`src/rtl/irq_ctrl_pkg.sv`:
```
package irq_ctrl_pkg;
   typedef enum logic [1:0] {
      PIN_ACT_LO     = 2'd0,
      PIN_ACT_HI     = 2'd1,
      PIN_OPEN_DRAIN = 2'd2,
      PIN_RSVD       = 2'd3
   } pin_mode_e;

   localparam int SRC_LOCK_LOST = 0;
   localparam int SRC_OVER_RNG  = 1;
endpackage

```
`src/rtl/irq_sync.sv`:
```
module irq_sync #(
   parameter int WIDTH  = 2,
   parameter int STAGES = 2
) (
   input  logic             clk,
   input  logic             rst_n,
   input  logic [WIDTH-1:0] d_async,
   output logic [WIDTH-1:0] q_sync
);
   logic [STAGES-1:0][WIDTH-1:0] chain;

   generate
      for (genvar s = 0; s < STAGES; s++) begin : g_stage
         if (s == 0) begin : g_first
            always_ff @(posedge clk) begin
               if (!rst_n) chain[0] <= '0;
               else        chain[0] <= d_async;
            end
         end else begin : g_next
            always_ff @(posedge clk) begin
               if (!rst_n) chain[s] <= '0;
               else        chain[s] <= chain[s-1];
            end
         end
      end
   endgenerate

   assign q_sync = chain[STAGES-1];
endmodule

```
`src/rtl/irq_status_bank.sv`:
```
module irq_status_bank #(
   parameter int WIDTH = 2
) (
   input  logic             clk,
   input  logic             rst_n,
   input  logic [WIDTH-1:0] lvl,
   input  logic [WIDTH-1:0] src_en,
   input  logic             rd,
   output logic [WIDTH-1:0] stat_q
);
   logic [WIDTH-1:0] lvl_prev;
   logic [WIDTH-1:0] rise;
   logic [WIDTH-1:0] keep;
   logic [WIDTH-1:0] set_now;

   assign rise    = lvl & ~lvl_prev;
   assign keep    = rd ? '0 : stat_q;
   assign set_now = src_en & (rise | (rd ? lvl : '0));

   always_ff @(posedge clk) begin
      if (!rst_n) begin
         lvl_prev <= '0;
         stat_q   <= '0;
      end else begin
         lvl_prev <= lvl;
         stat_q   <= keep | set_now;
      end
   end
endmodule

```
`src/rtl/irq_pin_drv.sv`:
```
module irq_pin_drv
   import irq_ctrl_pkg::*;
(
   input  logic       irq_act,
   input  logic [1:0] mode,
   output logic       pin_o,
   output logic       pin_oe
);
   pin_mode_e m;
   assign m = pin_mode_e'(mode);

   always_comb begin
      unique case (m)
         PIN_ACT_HI: begin
            pin_o  = irq_act;
            pin_oe = 1'b1;
         end
         PIN_OPEN_DRAIN: begin
            pin_o  = 1'b0;
            pin_oe = irq_act;
         end
         default: begin
            pin_o  = ~irq_act;
            pin_oe = 1'b1;
         end
      endcase
   end
endmodule

```
`src/rtl/irq_status_ctrl.sv`:
```
module irq_status_ctrl #(
   parameter int NUM_SRC     = 2,
   parameter int SYNC_STAGES = 2
) (
   input  logic               clk,
   input  logic               rst_n,
   input  logic [NUM_SRC-1:0] evt_raw,
   input  logic [NUM_SRC-1:0] src_en,
   input  logic [1:0]         pin_mode,
   input  logic               stat_rd,
   output logic [NUM_SRC-1:0] status,
   output logic               irq_pin_o,
   output logic               irq_pin_oe
);
   generate
      if (NUM_SRC < 1 || NUM_SRC > 32) begin : g_bad_src
         $error("irq_status_ctrl: NUM_SRC out of range");
      end
      if (SYNC_STAGES < 2) begin : g_bad_sync
         $error("irq_status_ctrl: SYNC_STAGES must be at least 2");
      end
   endgenerate

   logic [NUM_SRC-1:0] evt_lvl;
   logic               irq_act;

   irq_sync #(.WIDTH(NUM_SRC), .STAGES(SYNC_STAGES)) u_sync (
      .clk     (clk),
      .rst_n   (rst_n),
      .d_async (evt_raw),
      .q_sync  (evt_lvl)
   );

   irq_status_bank #(.WIDTH(NUM_SRC)) u_bank (
      .clk    (clk),
      .rst_n  (rst_n),
      .lvl    (evt_lvl),
      .src_en (src_en),
      .rd     (stat_rd),
      .stat_q (status)
   );

   assign irq_act = |(status & src_en);

   irq_pin_drv u_pin (
      .irq_act (irq_act),
      .mode    (pin_mode),
      .pin_o   (irq_pin_o),
      .pin_oe  (irq_pin_oe)
   );
endmodule

```
`config.mk`:
```
export PLATFORM = sky130hd
export DESIGN_NAME = irq_status_ctrl
export DESIGN_NICKNAME = d
export VERILOG_FILES = /design/src/rtl/irq_ctrl_pkg.sv /design/src/rtl/irq_sync.sv /design/src/rtl/irq_status_bank.sv /design/src/rtl/irq_pin_drv.sv /design/src/rtl/irq_status_ctrl.sv
export SDC_FILE = /design/constraint.sdc
export NUM_CORES = 1
export LEC_CHECK = 0
export BUFFER_PORTS_ARGS = -buffer_cell sky130_fd_sc_hd__buf_2
export CORE_AREA = 4 4 41 43
export DETAILED_ROUTE_END_ITERATION = 12
export DIE_AREA = 0 0 45 47
export PLACE_DENSITY = 0.55
export REMOVE_ABC_BUFFERS = 1
export SYNTH_ARGS = -nofsm -noshare
export SYNTH_HDL_FRONTEND = slang
export SYNTH_SLANG_ARGS = --single-unit
export TNS_END_PERCENT = 20
```
`constraint.sdc`:
```
create_clock -name clk -period 1.12 [get_ports clk]
set_input_delay 0 -clock clk [delete_from_list [all_inputs] [get_ports clk]]
set_output_delay 0 -clock clk [all_outputs]
set_load 0.03 [all_outputs]
```
Yosys cells after proc, flatten, opt, wreduce, memory -nomap -nowiden:

Cells that the tools add are included.

* bits in registers: 8
* latch bits: 0
* bits in writable memories: 0
* memory bits (read-only): 0
* logic and storage cells: 18
* memories: 0

* add/subtract/negate cells: 0
* multiply operators: 0
* div/mod/pow operators: 0
* $lt $le $gt $ge: 0
* equality and inequality tests: 2
* shift operators: 0
* multiplexer cells: 4
* bitwise gates (word level): 7
* reduce and logical (&&, ||, !) cells: 1

Operators by type and width (count)
* AND 2 bit: 3
* two-way mux 2 bit: 2
* OR 2 bit: 2
* equality test 2 x 1 -> 1 bit (second input constant): 1
* equality test 2 bit (second input constant): 1
* NOT 2 bit: 1
* one-hot mux 1 bit (2 select lines): 1
* OR reduction 2 bit: 1
* two-way mux 1 bit: 1
* NOT 1 bit: 1

Depth between registers and ports, before layout:

Gate-level depths: netlist (run 1).

* depth after elaboration: 5
* mapped depth: 4
* gate-level depth less buffers: 4

Cells and area by module:

Synthesis (run 1) repeated with hierarchy kept, for this count alone.

* cell total of the unflattened synthesis: 32
* area total of the unflattened synthesis: 326.6 um^2

Modules (own cells, without submodules)
* irq_status_bank: instances 1, cells each 13, area an instance 138.9 um^2, sequential area each 80.1 um^2
* irq_sync: instances 1, cells each 10, area an instance 120.1 um^2, sequential area each 80.1 um^2
* irq_pin_drv: instances 1, cells each 8, area an instance 58.8 um^2, sequential area each 0.0 um^2
* irq_status_ctrl: instances 1, cells each 1, area an instance 8.8 um^2, sequential area each 0.0 um^2

Least setup slack after synthesis (run 1):

Ideal clock, no wire load.

* path type: register to output
* start point: reg u_bank.stat_q[0]
* end point: out irq_pin_o
* arrival time: 1122 ps
* required time: 1120 ps
* path slack: -2 ps
* stages on the path, launching flop included: 4
* path buffers: 0
* cell sequence: dfxtp_1 a22oi_2 nand2b_1 o21ai_2

* word-level cells in the longest chain between the ends: 4

RTL lines
* from (decl): RTL line irq_status_bank.sv:9 `output logic [WIDTH-1:0] stat_q`
* from (signal assigned): RTL line irq_status_bank.sv:26 `stat_q <= keep | set_now;`
* AND 2 bit *: RTL line irq_status_ctrl.sv:43 `assign irq_act = |(status & src_en);`
* OR reduction 2 bit *: RTL line irq_status_ctrl.sv:43
* NOT 1 bit: RTL line irq_pin_drv.sv:23 `pin_o = ~irq_act;`
* one-hot mux 1 bit (2 select lines) *: RTL line irq_pin_drv.sv:13 `unique case (m)`
* to (decl): RTL line irq_status_ctrl.sv:12 `output logic irq_pin_o,`

Every way passes the cells marked *; elsewhere a longest branch is shown, timed or not.

Worst setup path after layout (run 1):

Same ends and word-level chain as after synthesis.

==> out/qor.yml, run 1 <==
slew_headroom_pct: 88.6
cts_buffers: 3
die_h_um: 47
first_global_vias: 276
critPathKind: "reg -> out"
path_clk_slew_ns: 0.05
clkSinkCount: 8
cp.arrival_ns: 1.10
synth-xor-area-share_pct: 0
combPwrFrac_pct: 13.6
rows: 13
first_pass_iters: 4
dp_hpwl_um: 433
cts_max_level: 1
grt_max_degree: 9
startpoint_type: "flip-flop"
pwr-share-clk_pct: 36.4
final_common_cell: "buf_2"
die_area_mm2: 0.00212
yosys.area_share.simple_pct: 24.5
pre_cts_ws_ns: 0.227
worst_slack_ns: 0.0230
nets: 60
slew_viol_final: 0
cts_setup_buffers: 0
clk_latency_ns: 0.25
drt_wl_total_um: 569
crit_slowest_cell: "dfxtp_2"
vias_per_cell: 4.23
area_growth_pct: 41.8
clock_tree.root_cell: "clkbuf_4"
avgSynthCellArea_um2: 10.4
status: "finished, final reports clean"
crit_fanout: 3
hold_class: "in -> reg"
vias: 262
skew_ns: 0.00510
synthMuxAreaShare_pct: 0
drive_above_1_share_pct: 40.4
drc_errors: 0
die_x_um: 45
p_per_area_mw_per_mm2: 1360
ios: 13
endpoint_kind: "output port"
drtIter0Drc: 2
finalHoldViolCount: 0
yosysWarnings: 0
finalCriticalPeriod_ns: 1.10
ctsLongestPathBuffers: 2
antenna_found_initial: 0
final_antenna_net_count: 0
synth_compound_area_share_pct: 12.4
fin_crit_sh_pct: 98.0
gp_congestion: 0.598
p_sw_uw: 141
drv_cap: 0
p_leak_nw: 0.206
synth_top_family_by_area: "simple AND/OR/NAND/NOR gates"
ys_ff_latch: 8
grt_first_pass_wirelength_um: 1100
n_antenna_cell: 0
synth_area_um2: 312
crit_family: "flip-flops"
seq_area_frac_synth_pct: 51.4
switching_share_pct: 23.6
required_ns: 1.12
avgRoutedWirePerCell_um: 9.18
pwr-share-seq_pct: 50.0
track_usage_pct: 7.93
finalSetupViolCount: 0
path_buf_inv: 1
placeableCoreArea_mm2: 0.00130
yosysUniqueCellTypes: 10
tritoncts: "done"
intPower_uw: 458
ir_drop_uv: 877
port_buffers: 12
crit_chain: "a22oi_2 -> nand2b_1 -> o21ai_2 -> buf_6"
max_freq_mhz: 912
initial_core_util_pct: 23.9
synthCells: 30
mostFrequentLayoutCells: "11 x buf_2, 6 x and2_1, 6 x dfxtp_1"
rsz0062_at_grt: "yes"
worstMarginPinSlew_ns: 0.171
gr-total-overflow: 0
max_stage_delay_ns: 0.33
final_util_pct: 33.9
yosys.area_share.adder_pct: 8.03
==> synthesized netlist by cell type <==
library cell	instances	area share, %
dfxtp_1	8	51
nor2b_1	2	4.0
a22oi_2	1	4.0
and2_1	6	12
inv_1	3	3.6
a32oi_1	2	5.6
o21ai_2	1	2.8
ha_1	2	8.0
nand2_1	2	2.4
nand2b_1	3	6.0
==> power by group through the flow <==
| stage | sequential, mW | combinational, mW | clock, mW |
|---|---|---|---|
| detailed placement | 0.305 | 0.0716 | 0 |
| global placement | 0.305 | 0.0707 | 0 |
| floorplan | 0.308 | 0.0382 | 0 |
| CTS | 0.299 | 0.0827 | 0.229 |
| finish | 0.300 | 0.0816 | 0.218 |
| global route | 0.301 | 0.0921 | 0.244 |
==> flip-flops by register name (all words and copies together), names as in the netlist <==
register	flops
u_bank.lvl_prev	2
u_bank.stat_q	2
u_sync.chain	2
u_sync.q_sync	2
==> final cells by class <==
type	instances	area [um2]
Fill cell	139	860
Sequential cell	8	163
Multi-Input combinational cell	19	140
Timing Repair Buffer	14	86.3
Clock buffer	3	22.5
Tap cell	15	18.8
Inverter	3	11.3
==> what timing repair did <==
item	CTS	global route
pin swaps	0	0
hold endpoints to repair	2	0
resized for setup	4	0
cloned	0	0
endpoints found under the setup margin	1	1
hold buffers	2	0
==> routing by layer <==
layer / GRT usage, % / share of wire (%) / vias up
li1: - / - / 131
met1: 8.28 / 43 / 114
met2: 11.3 / 42 / 13
met3: 5.75 / 11 / 4
met4: 5.26 / 3.3 / 0
met5: 0 / 0 / -
==> through the flow <==
step	hold slack, ns	cells	total power [mW]	setup TNS, ns	instance area (um2)
after floorplan	0.122	30	0.346	-0.00228	312
after global placement	0.206	57	0.376	0	390
after detailed placement	0.211	57	0.377	0	390
after CTS	0.0288	62	0.611	0	442
after global routing	0.0483	62	0.637	-0.0471	442
final	0.0327	62	0.599	0	442
==> path summary, 6_finish.rpt <==
kind / slack [ns] / from / end / cells after the start
worst min register to register: 0.43 / u_sync.chain[1] / u_sync.q_sync[1] / 1
worst min-delay path: 0.03 / rst_n / u_bank.lvl_prev[0] / 2
worst max register to register: 0.41 / u_bank.lvl_prev[0] / u_bank.stat_q[0] / 3
worst max-delay path: 0.02 / u_bank.stat_q[0] / irq_pin_o / 4
==> cells by family (layout without fill, tap and decap cells) <==
logic type | Yosys count | count (layout)
AOI/OAI and AO/OA | 4 | 4
adders and majority gates | 2 | 2
buffers and inverters | 3 | 20
DFF | 8 | 8
and+or+nand+nor | 13 | 13
No activity file was read; power rests on OpenSTA's default activity.
==> run 2, diff against run 1 <==
--- a/config.mk
+++ b/config.mk
@@ -6,10 +6,12 @@
 export NUM_CORES = 1
 export LEC_CHECK = 0
 export BUFFER_PORTS_ARGS = -buffer_cell sky130_fd_sc_hd__buf_2
+export CELL_PAD_IN_SITES_DETAIL_PLACEMENT = 0
+export CELL_PAD_IN_SITES_GLOBAL_PLACEMENT = 1
 export CORE_AREA = 4 4 41 43
 export DETAILED_ROUTE_END_ITERATION = 12
 export DIE_AREA = 0 0 45 47
-export PLACE_DENSITY = 0.55
+export PLACE_DENSITY = 0.66
 export REMOVE_ABC_BUFFERS = 1
 export SYNTH_ARGS = -nofsm -noshare
 export SYNTH_HDL_FRONTEND = slang
==> run 2 against run 1 <==
Net effect:
- total power shrank 0.63%
- critical path depth did not move
- worst setup slack worse by 0.0063 ns
- clock power down 3%
- cell area up 1.7%
- die area did not move
- core utilization is 0.58 points higher
- clock skew down 0.0030 ns
- largest cell class unchanged
==> out/qor.yml, run 2 (same netlist as run 1, synthesis figures left out) <==
antenna_found_initial: 0
ctsLongestPathBuffers: 2
rows: 13
drtIter0Drc: 1
finalHoldViolCount: 0
finalSetupViolCount: 0
track_usage_pct: 7.54
placeableCoreArea_mm2: 0.00130
area_growth_pct: 44.2
port_buffers: 12
ir_drop_uv: 791
cp.arrival_ns: 1.10
startpoint_type: "flip-flop"
pwr-share-seq_pct: 50.4
nets: 60
fin_crit_sh_pct: 98.5
clk_latency_ns: 0.25
switching_share_pct: 23.0
gr-max-usage-layer: "met1"
p_leak_nw: 0.216
required_ns: 1.12
dp_hpwl_um: 415
grt_use_met3_pct: 6.90
fill_cells: 138
drive_above_1_share_pct: 42.6
endpoint_kind: "output port"
n_antenna_cell: 0
grt_first_pass_wirelength_um: 1080
cts_max_level: 1
hold_ws_ns: 0.0441
avgRoutedWirePerCell_um: 9.27
crit_fanout: 3
slew_viol_final: 0
first_global_vias: 251
ios: 13
finalCriticalPeriod_ns: 1.10
slew_headroom_pct: 87.7
critPathKind: "reg -> out"
intPower_uw: 459
worstMarginPinSlew_ns: 0.184
clock_tree.root_cell: "clkbuf_4"
first_pass_iters: 3
grt_max_degree: 9
pre_cts_ws_ns: 0.231
grt_util_met2_pct: 8.47
hold_class: "in -> reg"
path_clk_slew_ns: 0.05
max_freq_mhz: 906
tritoncts: "done"
drt_wl_total_um: 575
die_area_mm2: 0.00212
mostFrequentLayoutCells: "11 x buf_2, 6 x and2_1, 6 x dfxtp_1"
cts_buffers: 3
gr-total-overflow: 0
final_antenna_net_count: 0
pwr-share-clk_pct: 35.5
drc_errors: 0
skew_ns: 0.00211
vias_per_cell: 4.06
die_x_um: 45
grt_util_met1_pct: 10.1
combPwrFrac_pct: 14.1
drv_cap: 0
initial_core_util_pct: 23.9
die_h_um: 47
status: "finished, final reports clean"
rsz0062_at_grt: "yes"
gp_congestion: 0.633
p_per_area_mw_per_mm2: 1330
vias: 252
clkSinkCount: 8
p_sw_uw: 137
worst_slack_ns: 0.0167
cts_setup_buffers: 0
final_common_cell: "buf_2"
run 2: worst paths after layout:
check                                         to  slack [ns]  depth (start not counted)                from
worst max-delay path                   irq_pin_o        0.02                          4    u_bank.stat_q[0]
worst min-delay path            u_sync.q_sync[0]        0.04                          2               rst_n
worst max register to register  u_bank.stat_q[0]        0.39                          3  u_bank.lvl_prev[0]
worst min register to register  u_sync.q_sync[1]        0.43                          1     u_sync.chain[1]
run 2: per-layer routing:
metal,up-vias,wire (um),share of wire (%)
met5,-,0,0
met4,0,0,0
met3,0,101,18
met2,17,190,33
met1,102,283,49
li1,133,-,-
run 2: area by class of cell:
type	count	area, um2	share of cell area, %
clock buffer	3	22.5	5.01
inverter	3	11.3	2.51
multi-input combinational	19	148	32.9
sequential	8	163	36.2
tap	15	18.8	4.18
timing repair buffer	14	86.3	19.2
run 2: stage by stage:
stage	util, %	total power [mW]	TNS, ns	cell area, um2	std cells
floorplan	-	0.346	-0.00228	312	30
global placement	30.0	0.376	0	390	57
detailed placement	30.0	0.376	0	390	57
CTS	33.8	0.604	0	440	62
global route	34.5	0.650	-0.0478	449	62
finish	34.5	0.596	0	449	62
run 2: timing repair:
| action | CTS | global route |
|---|---|---|
| setup endpoints to repair | 1 | 1 |
| pin swaps | 0 | 0 |
| endpoints found under the hold margin | 2 | 0 |
| hold buffers | 2 | 0 |
| resized for setup | 3 | 2 |
run 2: critical path: stages, from the launching register on:
cell	delay (ns)
dfxtp_2	0.32
a22oi_2	0.19
nand2b_4	0.16
o21ai_2	0.05
buf_6	0.13
run 2: power by group through the flow:
stage | clock (mW) | combinational, mW | sequential (mW)
after CTS | 0.222 | 0.0822 | 0.300
after global routing | 0.254 | 0.0944 | 0.301
after floorplan | 0 | 0.0382 | 0.308
after detailed placement | 0 | 0.0709 | 0.305
after global placement | 0 | 0.0712 | 0.305
final | 0.212 | 0.0840 | 0.300
